===== src/rtl/rx_ring_writer.sv =====
module rx_ring_writer #(
  parameter int AW        = 16,
  parameter int RING_LOG2 = 2,
  parameter int LEN_W     = 16,
  parameter int OWN_BIT   = 31
) (
  input  logic          clk,
  input  logic          rst_n,
  input  logic          reg_we,
  input  logic [1:0]    reg_addr,
  input  logic [31:0]   reg_wdata,
  input  logic          s_valid,
  input  logic [7:0]    s_data,
  input  logic          s_last,
  output logic          s_ready,
  output logic          mem_req,
  output logic          mem_we,
  output logic [AW-1:0] mem_addr,
  output logic [3:0]    mem_be,
  output logic [31:0]   mem_wdata,
  input  logic [31:0]   mem_rdata,
  output logic [2:0]    rx_status,
  output logic          rx_irq
);
  localparam int BW = AW + 2;

  typedef enum logic [2:0] {S_IDLE, S_RDF, S_CHKF, S_ADDR, S_DATA, S_DROP, S_WB} st_t;

  st_t                  st;
  logic [AW-1:0]        base;
  logic [2:0]           mask, status, set_bits, clr_bits;
  logic                 srst;
  logic [RING_LOG2-1:0] idx;
  logic [LEN_W-1:0]     size, cnt;
  logic [BW-1:0]        buf_a;

  wire [AW-1:0] desc_a = base + AW'({idx, 1'b0});
  wire [BW-1:0] byte_a = buf_a + BW'(cnt);
  wire          fits   = cnt < size;
  wire          accept = s_valid && s_ready;
  wire          own    = mem_rdata[OWN_BIT];
  wire          unused_bits = ^{mem_rdata, reg_wdata};

  assign s_ready   = (st == S_DATA) || (st == S_DROP);
  assign rx_status = status;
  assign rx_irq    = |(status & ~mask);

  always_comb begin
    mem_req   = 1'b0;
    mem_we    = 1'b0;
    mem_addr  = desc_a;
    mem_be    = 4'h0;
    mem_wdata = {4{s_data}};
    case (st)
      S_RDF:  mem_req = 1'b1;
      S_CHKF: begin mem_req = own; mem_addr = desc_a + AW'(1); end
      S_DATA: begin
        mem_req  = accept && fits;
        mem_we   = 1'b1;
        mem_addr = byte_a[BW-1:2];
        mem_be   = 4'b0001 << byte_a[1:0];
      end
      S_WB: begin
        mem_req   = 1'b1;
        mem_we    = 1'b1;
        mem_be    = 4'hF;
        mem_wdata = 32'(cnt);
      end
      default: ;
    endcase
  end

  always_comb begin
    set_bits = 3'b000;
    if (st == S_WB) set_bits[0] = 1'b1;
    if (st == S_DROP && accept && s_last) set_bits[1] = 1'b1;
    if (st == S_DATA && accept && !fits) set_bits[2] = 1'b1;
    clr_bits = (reg_we && reg_addr == 2'd3) ? reg_wdata[2:0] : 3'b000;
  end

  always_ff @(posedge clk or negedge rst_n) begin
    if (!rst_n) begin
      st <= S_IDLE; base <= '0; mask <= '0; status <= '0; srst <= 1'b0;
      idx <= '0; size <= '0; cnt <= '0; buf_a <= '0;
    end else if (srst) begin
      st <= S_IDLE; status <= '0; idx <= '0; srst <= 1'b0;
    end else begin
      status <= (status & ~clr_bits) | set_bits;
      if (reg_we) begin
        case (reg_addr)
          2'd0: base <= reg_wdata[AW-1:0];
          2'd1: srst <= reg_wdata[0];
          2'd2: mask <= reg_wdata[2:0];
          default: ;
        endcase
      end
      case (st)
        S_IDLE: if (s_valid) st <= S_RDF;
        S_RDF:  st <= S_CHKF;
        S_CHKF: begin
          size <= mem_rdata[LEN_W-1:0];
          st   <= own ? S_ADDR : S_DROP;
        end
        S_ADDR: begin buf_a <= mem_rdata[BW-1:0]; cnt <= '0; st <= S_DATA; end
        S_DATA: if (accept) begin
          if (fits) cnt <= cnt + 1'b1;
          if (s_last) st <= S_WB;
        end
        S_DROP: if (accept && s_last) st <= S_IDLE;
        S_WB:   begin idx <= idx + 1'b1; st <= S_IDLE; end
        default: st <= S_IDLE;
      endcase
    end
  end

  p_one_lane_r9: assert property (@(posedge clk) disable iff (!rst_n)
    (st == S_DATA && mem_req) |-> ($countones(mem_be) == 1 && mem_we));
  p_no_write_on_drop_r2: assert property (@(posedge clk) disable iff (!rst_n)
    (st == S_DROP) |-> !mem_req);
  p_trunc_r4: assert property (@(posedge clk) disable iff (!rst_n)
    (st == S_DATA && mem_req) |-> (cnt < size));
  p_wb_gives_back_r3: assert property (@(posedge clk) disable iff (!rst_n)
    (st == S_WB) |-> (mem_req && mem_we && !mem_wdata[OWN_BIT]));
  p_done_flag_r5: assert property (@(posedge clk) disable iff (!rst_n)
    (st == S_WB && !srst) |=> status[0]);
  p_soft_reset_r7: assert property (@(posedge clk) disable iff (!rst_n)
    srst |=> (!srst && idx == '0 && status == 3'b000 && st == S_IDLE));
  p_idx_step_r6: assert property (@(posedge clk) disable iff (!rst_n)
    (idx != $past(idx)) |-> (idx == $past(idx) + 1'b1 || idx == '0));
endmodule


===== config.mk =====
export PLATFORM = sky130hd
export DESIGN_NAME = rx_ring_writer
export DESIGN_NICKNAME = d
export VERILOG_FILES = /design/src/rtl/rx_ring_writer.sv
export SDC_FILE = /design/constraint.sdc
export NUM_CORES = 1
export LEC_CHECK = 0
export BUFFER_PORTS_ARGS = -buffer_cell sky130_fd_sc_hd__buf_2
export CELL_PAD_IN_SITES_DETAIL_PLACEMENT = 1
export CELL_PAD_IN_SITES_GLOBAL_PLACEMENT = 2
export CORE_MARGIN = 5
export CORE_UTILIZATION = 28
export CTS_CLUSTER_SIZE = 16
export DETAILED_ROUTE_END_ITERATION = 10
export PLACE_DENSITY_LB_ADDON = 0.1
export SLEW_MARGIN = 20
export SYNTH_ARGS = -nofsm -noshare
export SYNTH_HDL_FRONTEND = slang
export SYNTH_SLANG_ARGS = --single-unit

===== constraint.sdc =====
create_clock -name clk -period 3.25 [get_ports clk]
set_clock_uncertainty 0.15 [all_clocks]
set_input_delay 0.65 -clock clk [delete_from_list [all_inputs] [get_ports clk]]
set_output_delay 0.65 -clock clk [all_outputs]
set_load 0.05 [all_outputs]

After elaboration in Yosys (flattened, before gate mapping)
Index checks and enable logic that the tools add are counted.
- register bits: 78
- input bits: 79
- word-level logic and storage cells: 85
- output and inout bits: 59
- muxes and demuxes: 25
- bitwise gates (word level): 6
- equal/unequal tests: 15
- reduce and logical (&&, ||, !) cells: 23
- $add $sub $neg: 5
- shift operators: 1
- magnitude comparators: 1
- operators with widths (operator ; number):
    one-hot mux 16 bit (2 select lines) ; 2
    adder 16 x 1 -> 16 bit, second input constant ; 2
    two-way mux 16 bit ; 2
    two-way mux 32 bit ; 1
    two-way mux 3 bit ; 8
    adder 18 x 16 -> 18 bit ; 1
    one-hot mux 3 bit (6 select lines) ; 1
    adder 16 x 3 -> 16 bit ; 1
    < comparator 16 bit ; 1
    == test 3 bit, second input constant ; 3
    inequality test 3 bit, second input constant ; 3
    logical AND 1 bit ; 8
    one-hot mux 4 bit (2 select lines) ; 1
    AND reduction 4 bit ; 2
    two-way mux 1 bit ; 7
    bitwise AND 3 bit ; 2
    == test 3 x 2 -> 1 bit, second input constant ; 2
    inverter 3 bit ; 2
    AND reduction 3 bit ; 2
    == test 2 bit, second input constant ; 2
    two-way mux 2 bit ; 2
    inequality test 2 bit, second input constant ; 2
    AND reduction 2 bit ; 2
    nonzero test 2 bit ; 2
    14 further kinds ; 15

Longest topological paths before layout
Gate-level depths: netlist (run 1).
- depth in word-level cells: 8
- depth in mapped cells: 11
- mapped depth without buffers: 10

Least setup slack after synthesis (run 1)
Ideal clock, no wire load.
- kind: register to output
- start: register idx[0]
- end: output mem_addr[12]
- data required time: 2.450 ns
- data arrival time: 3.262 ns
- stages on the path, launching flop included: 12
- path slack: -0.812 ns
- buffers on the path: 1
- path through: dfrtp_1 > ha_1 > inv_1 > fa_1 > clkbuf_1 > nand2b_1 > or3_1 > and2_1 > a2111oi_4 > nand3_1 > xnor2_1 > o211ai_1
- word-level cells in the longest chain between the ends: 3
- ends and longest elaborated chain (element ; RTL line ; text):
    start, declared ; 33 ; logic [RING_LOG2-1:0] idx;
    start signal, assigned ; 84 ; idx <= '0; size <= '0; cnt <= '0; buf_a <= '0;
    start signal, assigned ; 86 ; st <= S_IDLE; status <= '0; idx <= '0; srst <= 1'b0;
    start signal, assigned ; 110 ; S_WB: begin idx <= idx + 1'b1; st <= S_IDLE; end
    adder 16 x 3 -> 16 bit * ; 37 ; wire [AW-1:0] desc_a = base + AW'({idx, 1'b0});
    adder 16 x 1 -> 16 bit ; 56 ; S_CHKF: begin mem_req = own; mem_addr = desc_a + AW'(1); end
    one-hot mux 16 bit (2 select lines) * ; 54 ; case (st)
    end, declared ; 18 ; output logic [AW-1:0] mem_addr,
Mark *: on every way between the ends. The rest lies on a longest branch, timed or not.

Worst setup path after layout (run 1)
- start: register idx[0]
- end: output mem_addr[15]
Same word-level chain as after synthesis.

==> results of run 1 <==
[cell usage after synthesis (2+ instances only)]
library cell,instances
a211o_1,3
or4_1,2
mux2_2,18
nor3b_1,4
clkbuf_1,21
and4_1,2
nand3b_1,2
a21o_2,2
or3_1,15
nand4b_1,3
nor4_1,5
fa_1,2
mux2i_1,7
ha_1,35
a221o_1,2
and2_1,7
o21ai_0,60
a21o_1,10
nor2_1,27
a311oi_1,3
inv_1,41
and3_1,6
a41oi_1,2
nor3_1,17
a22oi_1,4
nand3_1,18
dfrtp_1,78
a31oi_1,6
a211oi_1,4
buf_4,8
nand2b_1,7
nor2b_1,5
o31ai_1,6
nand2_1,145
o21a_1,2
nand4_1,8
buf_2,8
xnor2_1,16
xor2_1,12
a21oi_1,39
a2111o_1,3
o211ai_1,5
[power groups by stage]
stage                     logic [uW]  registers (uW)  clock network [uW]
after CTS                       3510            1490                1170
after floorplan                 2230            1460                   0
after global placement          3150            1490                   0
final                           3530            1500                1150
after global routing            3830            1540                1210
after detailed placement        3200            1500                   0
[worst max-delay path: cells and delay by family, from the launching register on]
family	cells	cell delay, ns
adder cells (fa/ha/maj)	2	0.54
AND/OR/NAND/NOR	4	0.81
XOR/XNOR	1	0.15
AO/OA/AOI/OAI	2	0.58
buffers and inverters	2	0.20
flip-flops	1	0.36
[what timing repair did]
item | in CTS | in global routing
pin swaps | 23 | 12
gates resized for setup | 80 | 17
buffers inserted | 6 | 2
endpoints found under the setup margin | 14 | 18
[cells in the final DEF, fill, tap and decap left out, drive strengths merged, types with 4 or more instances in the layout]
cell type  Yosys  routed
nor4           5       5
a21oi         40      40
xor2          12      12
nand2        145     145
a211oi         4       4
clkbuf        21      10
and2           7       7
mux2i          7       7
nor3          18      18
or3           16      16
inv           41      43
nand4          8       8
a22oi          4       4
o31ai          6       6
nand2b         8       8
a31oi          6       6
nand3         18      18
buf           17     200
nor2          27      27
dfrtp         78      78
ha            35      35
nor2b          5       5
o211ai         5       5
xnor2         16      16
mux2          18      18
nor3b          4       4
a21o          12      12
and3           6       6
o21ai         61      61
[per-stage QoR]
| stage | hold WS (ns) | power, uW |
|---|---|---|
| 5_1_grt | 0.277 | 6580 |
| 3_5_place_dp | 0.322 | 4710 |
| 6_report | 0.212 | 6170 |
| 2_1_floorplan | 0.204 | 3690 |
| 3_3_place_gp | 0.317 | 4640 |
| 4_1_cts | 0.330 | 6180 |
[worst max-delay path by stage]
stage,startpoint,to
floorplan,idx[0],mem_addr[12]
global placement,idx[0],mem_addr[15]
detailed placement,base[1],mem_addr[15]
CTS,base[1],mem_addr[15]
global route,base[1],mem_addr[15]
finish,idx[0],mem_addr[15]
[area by class of cell]
cell class	count	area (um^2)
clock buffer	10	229
sequential	78	1950
fill	2381	11800
clock inverter	6	92.6
inverter	41	154
timing repair buffer	200	1360
multi-input combinational	531	3700
tap	265	332
[sequential cells by signal, summed over array words and instances, names as in the netlist]
name / flops
base: 16
buf_a: 18
cnt: 16
idx: 2
mask: 3
rx_status: 3
size: 16
srst: 1
st: 3
[routing by layer]
layer | track usage | vias to the layer above | part of all wire
met4 | 0.0467 | 0 | 0.014
li1 | - | 2747 | -
met5 | 0 | - | 0
met3 | 0.0229 | 19 | 0.031
met2 | 0.306 | 100 | 0.49
met1 | 0.225 | 2740 | 0.46
[kinds of logic (layout without fill, tap and decap cells)]
kind of cell,after synthesis,after routing
simple gates,277,277
xor+xnor,28,28
fa+ha+maj,37,37
mux,25,25
buf+inv,79,257
flops,78,78
compound gates,164,164
==> results by group, run 1 <==
Floorplanning
  – Core area: 0.0196 mm^2
  – Total die area: 0.0230 mm^2
  – DIE WIDTH: 152 um
  – Die Span Y: 152 um
  – Rows: 51
  – I/O Pins: 138
  – Initial Util: 0.287

Synth
  – Synthesized net count: 804
  – Area share of the largest cell type after synthesis: 0.347
  – Largest family of logic cells by synthesized area: simple AND/OR/NAND/NOR gates
  – Post-synthesis cell area: 0.00562 mm^2
  – Distinct cell type count after synthesis: 60
  – Main flop type after synthesis: dfrtp_1
  – Synth Area in Simple Gates: 0.230
  – Async SR Flop Fraction: 1.00
  – Post-Synth XOR/XNOR Area: 0.0436
  – Ys Warns: 0
  – Ranking of synthesized cells by area: dfrtp_1 35%, nand2_1 9.7%, ha_1 7.8%, o21ai_0 5.3%, mux2_2 3.6%
  – Leading area contributor after synthesis: dfrtp_1
  – Post-Synth Adder-Cell Area: 0.0850
  – Compound-Gate Fraction of Synth Area: 0.186
  – Seq cells post-synth: 78
  – EDFF count, synth: 0
  – Mapped Cells: 688
  – Syn Area/Cell: 8.17 um^2
  – Mux share of post-synthesis cell area: 0.0485
  – Sequential-to-total area share from yosys stat: 0.347

Detailed routing
  – Detailed Route WL: 19.5 mm
  – Vias per cell: 4.96
  – DR iter-0 viols: 166
  – DR pass1 iterations: 4
  – DRC Markers: 0
  – ANT nets after route: 0
  – DR WL/cell: 17.2 um
  – Via count: 5,606

Timing
  – Max Clock Freq: 264 MHz
  – Final Cycle Share: 1.17
  – Slew Limit Fails: 0
  – Setup tns final: -4.71 ns
  – Worst rel slew slack: 0.489
  – Slew @ Worst Pin: 0.767 ns
  – Final setup viols: 13
  – RSZ-0062 raised after global routing: true
  – Final hold viol count: 0
  – Crit path time final: 3.79 ns
  – Setup ws final: -0.537 ns

Power and ir drop
  – Internal Power: 3260 uW
  – Combinational Power Share: 0.571
  – Clock network fraction of total power: 0.186
  – Power per cell area: 789 mW/mm^2
  – Sequential power share: 0.242
  – Psw: 2910 uW
  – Switch share: 0.471
  – P_leak: 0.00365 uW
  – VDD IR max: 285 uV

Cells and area
  – Fin area: 0.00782 mm^2
  – Layout cells sized above 1: 0.356
  – Final Util: 0.399
  – Syn-to-layout area delta: 39.0%
  – Non-filler instance count after layout: 1,131
  – Antenna cell count: 0
  – # nets final: 977

Setup path
  – CP cell instances: ha_2 > inv_2 > fa_2 > nand2b_4 > or3_4 > and2_4 > a2111oi_4 > nand4b_1 > xnor2_1 > a221o_2 > buf_8
  – Critical Path RT: 2.45 ns
  – Reg-to-reg endpoint: cnt[15]
  – Register-to-Register Path Depth: 10
  – Crit Path Category: reg2out
  – Worst r2r src: cnt[11]
  – Reg2Reg Setup Slack: 0.09 ns
  – Startpoint Class: flop
  – Crit-path max cell delay: 0.36 ns
  – Worst-path maximum fanout: 3
  – CP arrival: 2.99 ns
  – CP endpoint kind: primary output
  – Max stage delay cell, worst path: dfrtp_1

Global route
  – Largest net degree at the start of global routing: 79
  – Global-route wire length before repair: 31.7 mm
  – Vias in the first global route: 6,063
  – GRT Total Usage: 0.174
  – Initial antenna violation count: 0
  – Grt ovf: 0

Clock tree
  – Clock Pin Slew Worst Setup and Hold Paths: 0.06 ns
  – CTS Sinks: 78
  – H-tree depth: 3
  – Clock buffer depth: 2
  – Clock root cell: clkbuf_16
  – Worst-Skew Late Latency: 0.35 ns
  – Num CTS Buffers: 9
  – Hold-fix buffers, CTS: 0
  – CTS tree: done

Placement
  – Post-Place Worst Slack: -0.352 ns
  – Hpwl dp: 14.9 mm
  – PortBufs: 108
  – Placed instance area: 0.00701 mm^2
  – Routability cong.: 0.793
  – Placed Cells: 1,107

Flow run
  – Max_cap viols: 0

Min path
  – Min-delay worst type: in2async

Outcome
  – Failing checks: setup timing
  – Status: finished, violations left
No activity file was read; power rests on OpenSTA's default activity.
==> run 2, diff against run 1 <==
--- a/config.mk
+++ b/config.mk
@@ -9,10 +9,12 @@
 export CELL_PAD_IN_SITES_DETAIL_PLACEMENT = 1
 export CELL_PAD_IN_SITES_GLOBAL_PLACEMENT = 2
 export CORE_MARGIN = 5
-export CORE_UTILIZATION = 28
+export CORE_UTILIZATION = 31
 export CTS_CLUSTER_SIZE = 16
 export DETAILED_ROUTE_END_ITERATION = 10
 export PLACE_DENSITY_LB_ADDON = 0.1
+export REMOVE_ABC_BUFFERS = 1
+export SKIP_LAST_GASP = 1
 export SLEW_MARGIN = 20
 export SYNTH_ARGS = -nofsm -noshare
 export SYNTH_HDL_FRONTEND = slang
==> constraint.sdc (replaced) <==
create_clock -name clk -period 4.35 [get_ports clk]
set_clock_uncertainty 0.15 [all_clocks]
set_input_delay 0.87 -clock clk [delete_from_list [all_inputs] [get_ports clk]]
set_output_delay 0.87 -clock clk [all_outputs]
set_load 0.05 [all_outputs]
==> results by group, run 2 (same netlist as run 1, synthesis figures left out) <==
Outcome
  – Status: complete, no violations

Setup path
  – Crit-path max cell delay: 0.36 ns (about the same)
  – Critical Path RT: 3.33 ns (+0.88 ns)
  – Reg-to-reg endpoint: cnt[15]
  – CP endpoint kind: primary output
  – CP cell instances: ha_2 > inv_1 > fa_2 > nand2b_4 > or3_4 > and2_4 > a2111oi_4 > buf_4 > nand4b_1 > xnor2_1 > a221o_1 > buf_4
  – Worst r2r src: cnt[9]
  – Max stage delay cell, worst path: dfrtp_1
  – Crit Path Category: reg2out
  – Reg2Reg Setup Slack: 0.94 ns (+0.85 ns)
  – Startpoint Class: flop
  – Register-to-Register Path Depth: 8 (-2)
  – CP arrival: 3.20 ns (+0.21 ns)
  – Worst path most repeated cell: buf_4
  – Worst-path maximum fanout: 6 (+3)

Timing
  – Slew Limit Fails: 0 (unchanged)
  – Crit path time final: 4.22 ns
  – Worst rel slew slack: 0.488 (-0.000800)
  – Setup tns final: 0 ns (+4.71 ns)
  – Slew @ Worst Pin: 0.768 ns (+0.00120 ns)
  – Hold slack: 0.332 ns (+0.120 ns)
  – Final hold viol count: 0 (unchanged)
  – Final setup viols: 0 (-13)
  – Final Cycle Share: 0.970
  – RSZ-0062 raised after global routing: true
  – Max Clock Freq: 237 MHz

Floorplanning
  – Total die area: 0.0209 mm^2 (-9.1%)
  – DIE WIDTH: 145 um (-4.6%)
  – Core area: 0.0179 mm^2 (-8.6%)
  – Initial Util: 0.314 (+0.0271)
  – Rows: 49 (-3.9%)
  – Die Span Y: 145 um (-4.6%)
  – I/O Pins: 138 (unchanged)

Global route
  – Initial antenna violation count: 0 (unchanged)
  – Met3 Usage GRT: 0.0237 (+0.000758)
  – GR peak layer: met2
  – GRT Total Usage: 0.180 (+0.00573)
  – Global-route wire length before repair: 29.8 mm (-6.0%)
  – Met2 usage: 0.304 (-0.00215)
  – Largest net degree at the start of global routing: 79 (unchanged)
  – Grt ovf: 0 (unchanged)
  – Vias in the first global route: 5,796 (-4.4%)
  – Routing usage on met1: 0.237 (+0.0120)

Cells and area
  – Syn-to-layout area delta: 19.6%
  – Max reg flops: 18 (unchanged)
  – Most frequent cells in the layout: 145 x nand2_1, 105 x buf_2, 78 x dfrtp_1
  – # nets final: 897 (-8.2%)
  – Most common cell after layout, fill and taps aside: nand2_1
  – Layout cells sized above 1: 0.223 (-0.133)
  – Reg with most FFs: buf_a
  – Antenna cell count: 0 (unchanged)

Detailed routing
  – Detailed Route WL: 18.1 mm (-6.9%)
  – DR pass1 iterations: 4 (unchanged)
  – Via count: 5,288 (-5.7%)
  – DR WL/cell: 17.8 um (+3.7%)
  – DR iter-0 viols: 227 (+37%)
  – Vias per cell: 5.21 (+5.1%)
  – ANT nets after route: 0 (unchanged)
  – DRC Markers: 0 (unchanged)

Flow run
  – Max_cap viols: 0 (unchanged)

Power and ir drop
  – P_leak: 0.00316 uW (-13%)
  – Power per cell area: 603 mW/mm^2 (-24%)
  – Total power: 4060 uW (-34%)
  – VDD IR max: 286 uV (+0.53%)

Clock tree
  – Clock buffer depth: 2 (unchanged)
  – CTS Sinks: 78 (unchanged)
  – Worst-Skew Late Latency: 0.35 ns (about the same)
  – Num CTS Buffers: 9 (unchanged)
  – H-tree depth: 3 (unchanged)
  – Clock Pin Slew Worst Setup and Hold Paths: 0.06 ns (about the same)
  – Clock root cell: clkbuf_16
  – CTS tree: done

Min path
  – Hold EP: buf_a[8]
  – Hold Crit Start: buf_a[8]
  – Min-delay worst type: reg2reg
  – Min-Delay Path Depth: 2

Placement
  – Hpwl dp: 13.8 mm (-7.7%)
  – Routability cong.: 0.807 (+1.8%)
  – PortBufs: 108 (unchanged)
[run 2: changes by cell type in the layout (fill, tap and decap cells not counted), moves of 6 or more]
cell	delta
buf_4	-69
o21ai_2	-6
o21ai_0	+13
buf_6	-21
buf_2	+11
[run 2: metrics by stage]
stage,utilization,setup WS (ns),area [um^2],std cells
CTS,0.372,0.0266,6670,1012
global placement,0.354,0.298,6330,994
floorplan,-,0.0935,5440,650
finish,0.376,0.131,6720,1015
detailed placement,0.354,0.249,6330,994
global route,0.376,-0.0479,6720,1015
[run 2: how the worst max path moves through the flow]
stage | endpoint | cells after the start | slack (ns) | from
floorplan | mem_addr[12] | 10 | 0.09 | idx[0]
global placement | mem_addr[15] | 11 | 0.30 | idx[0]
detailed placement | mem_addr[15] | 11 | 0.25 | idx[0]
finish | mem_addr[15] | 12 | 0.13 | base[1]
global route | mem_addr[14] | 11 | -0.05 | cnt[0]
CTS | mem_addr[15] | 12 | 0.03 | base[1]
[run 2: layout make-up]
type	instances	area (um^2)
clock buffer	10	229
clock inverter	6	71.3
fill	2211	11200
inverter	41	154
multi-input combinational	531	3390
sequential	78	1950
tap	229	287
timing repair buffer	120	642
[run 2: per-layer routing]
layer	vias up	routed length [um]
met5	-	0
met4	0	376
met3	21	628
met2	94	8670
met1	2588	8440
li1	2585	-
[run 2: power by group]
group	switching (uW)	internal [uW]	leakage, uW
clock	332	450	0.000145
combinational	1470	663	0.00203
sequential	193	951	0.000981
total	1990	2060	0.00316
[run 2: worst max-delay path: cells and delay by family (launching register included)]
kind,cells,cell delay [ns]
buffers and inverters,3,0.44
DFF,1,0.36
AOI/OAI and AO/OA,2,0.55
adders and majority gates,2,0.54
and+or+nand+nor,4,0.81
xor gates and xnor gates,1,0.15
[run 2: what timing repair did]
action	4_1_cts	5_1_grt
gates resized for setup	6	6
endpoints found under the setup margin	3	6
hold buffers	0	0
cloned	0	0
setup buffers	2	3
pin swaps	1	4
==> run 3, diff against run 2 <==
--- a/config.mk
+++ b/config.mk
@@ -14,6 +14,7 @@
 export DETAILED_ROUTE_END_ITERATION = 10
 export PLACE_DENSITY_LB_ADDON = 0.1
 export REMOVE_ABC_BUFFERS = 1
+export SETUP_SLACK_MARGIN = 0.5
 export SKIP_LAST_GASP = 1
 export SLEW_MARGIN = 20
 export SYNTH_ARGS = -nofsm -noshare
==> constraint.sdc (replaced) <==
create_clock -name clk -period 4.35 [get_ports clk]
set_clock_uncertainty 0.15 [all_clocks]
set_input_delay 1.305 -clock clk [delete_from_list [all_inputs] [get_ports clk]]
set_output_delay 1.305 -clock clk [all_outputs]
set_load 0.05 [all_outputs]
==> results by group, run 3 (same netlist as run 1, synthesis figures left out) <==
Setup path
  – Register-to-Register Path Depth: 9 (+1)
  – Worst r2r src: cnt[8]
  – Crit path to: mem_addr[12]
  – Cell family with most CP delay: simple AND/OR/NAND/NOR gates
  – Worst-path maximum fanout: 4 (-2)
  – Reg2Reg Setup Slack: 1.02 ns (+0.08 ns)
  – CP arrival: 3.08 ns (-0.12 ns)
  – CP Depth: 11 (-1)
  – Reg-to-reg endpoint: cnt[15]
  – Crit Path Category: reg2out
  – WP buf/inv: 2 (-1)
  – CP endpoint kind: primary output
  – Critical Path RT: 2.89 ns (-0.44 ns)
  – CP startpoint: idx[0]
  – Max stage delay cell, worst path: or3_4
  – Crit-path max cell delay: 0.38 ns (+0.02 ns)
  – CP cell instances: ha_2 > inv_2 > fa_2 > nand2b_4 > or3_4 > and2_4 > a2111oi_4 > nand3_1 > xnor2_1 > o211ai_1 > buf_4
  – Startpoint Class: flop

Cells and area
  – # nets final: 925 (+3.1%)
  – Layout cells sized above 1: 0.307 (+0.0845)
  – Syn-to-layout area delta: 29.0%
  – Most frequent cells in the layout: 143 x nand2_1, 93 x buf_2, 70 x dfrtp_1
  – Most common cell after layout, fill and taps aside: nand2_1
  – Reg with most FFs: buf_a
  – Antenna cell count: 0 (unchanged)
  – Max reg flops: 18 (unchanged)

Flow run
  – Max_cap viols: 0 (unchanged)

Clock tree
  – H-tree depth: 3 (unchanged)
  – Clock root cell: clkbuf_16
  – Num CTS Buffers: 9 (unchanged)
  – CTS tree: done
  – Clock buffer depth: 2 (unchanged)
  – CTS Sinks: 78 (unchanged)
  – Clock Pin Slew Worst Setup and Hold Paths: 0.06 ns (about the same)
  – Hold-fix buffers, CTS: 0 (unchanged)
  – Worst-Skew Late Latency: 0.36 ns (about the same)

Global route
  – Vias in the first global route: 5,777 (-0.33%)
  – Grt ovf: 0 (unchanged)
  – Global-route wire length before repair: 30.1 mm (+0.88%)
  – GRT Total Usage: 0.181 (+0.000759)
  – Largest net degree at the start of global routing: 79 (unchanged)
  – Initial antenna violation count: 0 (unchanged)

Power and ir drop
  – Power per cell area: 603 mW/mm^2 (about the same)
  – Psw: 2100 uW (+5.4%)
  – Total power: 4380 uW (+7.9%)
  – Switch share: 0.480 (-0.0115)
  – Internal Power: 2280 uW (+10%)
  – Sequential power share: 0.262 (-0.020)
  – Combinational Power Share: 0.545 (+0.020)
  – Clock network fraction of total power: 0.194 (about the same)
  – P_leak: 0.00336 uW (+6.2%)
  – VDD IR max: 291 uV (+1.5%)

Detailed routing
  – DR iter-0 viols: 210 (-7.5%)
  – DRC Markers: 0 (unchanged)
  – DR WL/cell: 18.0 um (+0.60%)
  – Via count: 5,357 (+1.3%)
  – Top Layer Used: met4
  – Met1 WL: 8.57 mm (+1.5%)
  – Metal3 WL: 626 um (-0.32%)
  – DR pass1 iterations: 4 (unchanged)
  – ANT nets after route: 0 (unchanged)
  – Vias per cell: 5.14 (-1.4%)
  – Met2 WL post-DR: 9.23 mm (+6.4%)
  – Detailed Route WL: 18.7 mm (+3.4%)

Placement
  – PortBufs: 108 (unchanged)
  – Hpwl dp: 13.8 mm (+0.39%)
  – Routability cong.: 0.804 (-0.37%)

Timing
  – Final Cycle Share: 1.04 (+0.0734)
  – Setup tns final: -0.628 ns (-0.628 ns)
  – Worst rel slew slack: 0.474 (-0.0138)
  – RSZ-0062 raised after global routing: true
  – Slew @ Worst Pin: 0.789 ns (+0.0207 ns)
  – Setup ws final: -0.188 ns (-0.319 ns)
  – Final setup viols: 6 (+6)
  – Max Clock Freq: 220 MHz (-7.0%)
  – Crit path time final: 4.54 ns (+0.319 ns)
  – Final hold viol count: 0 (unchanged)
  – Slew Limit Fails: 0 (unchanged)

Floorplanning
  – Rows: 49 (unchanged)
  – I/O Pins: 138 (unchanged)
  – DIE WIDTH: 145 um (unchanged)
  – Total die area: 0.0209 mm^2 (unchanged)
  – Die Span Y: 145 um (unchanged)
  – Initial Util: 0.314 (unchanged)
  – Core area: 0.0179 mm^2 (unchanged)

Outcome
  – Status: finished, violations left
  – Failing checks: setup timing

Min path
  – Min-delay worst type: reg2reg
[run 3: worst reg2reg max path: stages (launching register included)]
cell      delay, ns
dfrtp_2        0.47
ha_1           0.21
a21o_1         0.18
a221o_1        0.35
a221oi_4       0.31
o21ai_2        0.16
buf_4          0.19
a2111o_1       0.58
or4_1          0.52
a21oi_1        0.15
[run 3: power by group through the flow]
stage / clock network (uW) / registers [uW] / logic, uW
floorplan: 0 / 1120 / 1540
global placement: 0 / 1130 / 2110
detailed placement: 0 / 1150 / 2160
CTS: 870 / 1140 / 2340
global route: 892 / 1180 / 2600
finish: 848 / 1140 / 2380
[run 3: area by class of cell]
cell class	count	area [um^2]
clock inverter	7	96.3
timing repair buffer	148	920
inverter	41	154
sequential	78	1960
tap	229	287
fill	2174	10700
multi-input combinational	531	3610
clock buffer	9	225
[run 3: routing by layer]
layer	global-route usage	vias up
li1	-	2644
met1	0.237	2605
met2	0.306	88
met3	0.0273	20
met4	0.0589	0
met5	0	-
[run 3: how the worst min path moves through the flow]
stage	from	end	slack, ns	cells past startpoint
floorplan	buf_a[0]	buf_a[0]	0.30	2
global placement	buf_a[0]	buf_a[0]	0.32	2
detailed placement	buf_a[8]	buf_a[8]	0.32	2
CTS	buf_a[15]	buf_a[15]	0.34	2
global route	buf_a[10]	buf_a[10]	0.36	2
finish	buf_a[15]	buf_a[15]	0.33	2
[run 3: repair_timing]
item / in CTS / in global routing
setup endpoints to repair: 16 / 30
endpoints found under the hold margin: 0 / 0
resized for setup: 68 / 30
pin swaps: 18 / 12
buffers inserted: 8 / 6
[run 3: per-stage QoR]
step | cell area [um^2] | util | std cells | hold slack [ns] | worst slack, ns
5_1_grt | 7250 | 0.405 | 1043 | 0.363 | -0.275
3_3_place_gp | 6480 | 0.362 | 1013 | 0.318 | 0.0672
2_1_floorplan | 5440 | - | 650 | 0.300 | -0.342
3_5_place_dp | 6480 | 0.362 | 1013 | 0.324 | 0.00786
6_report | 7250 | 0.405 | 1043 | 0.330 | -0.188
4_1_cts | 7090 | 0.396 | 1037 | 0.339 | -0.281
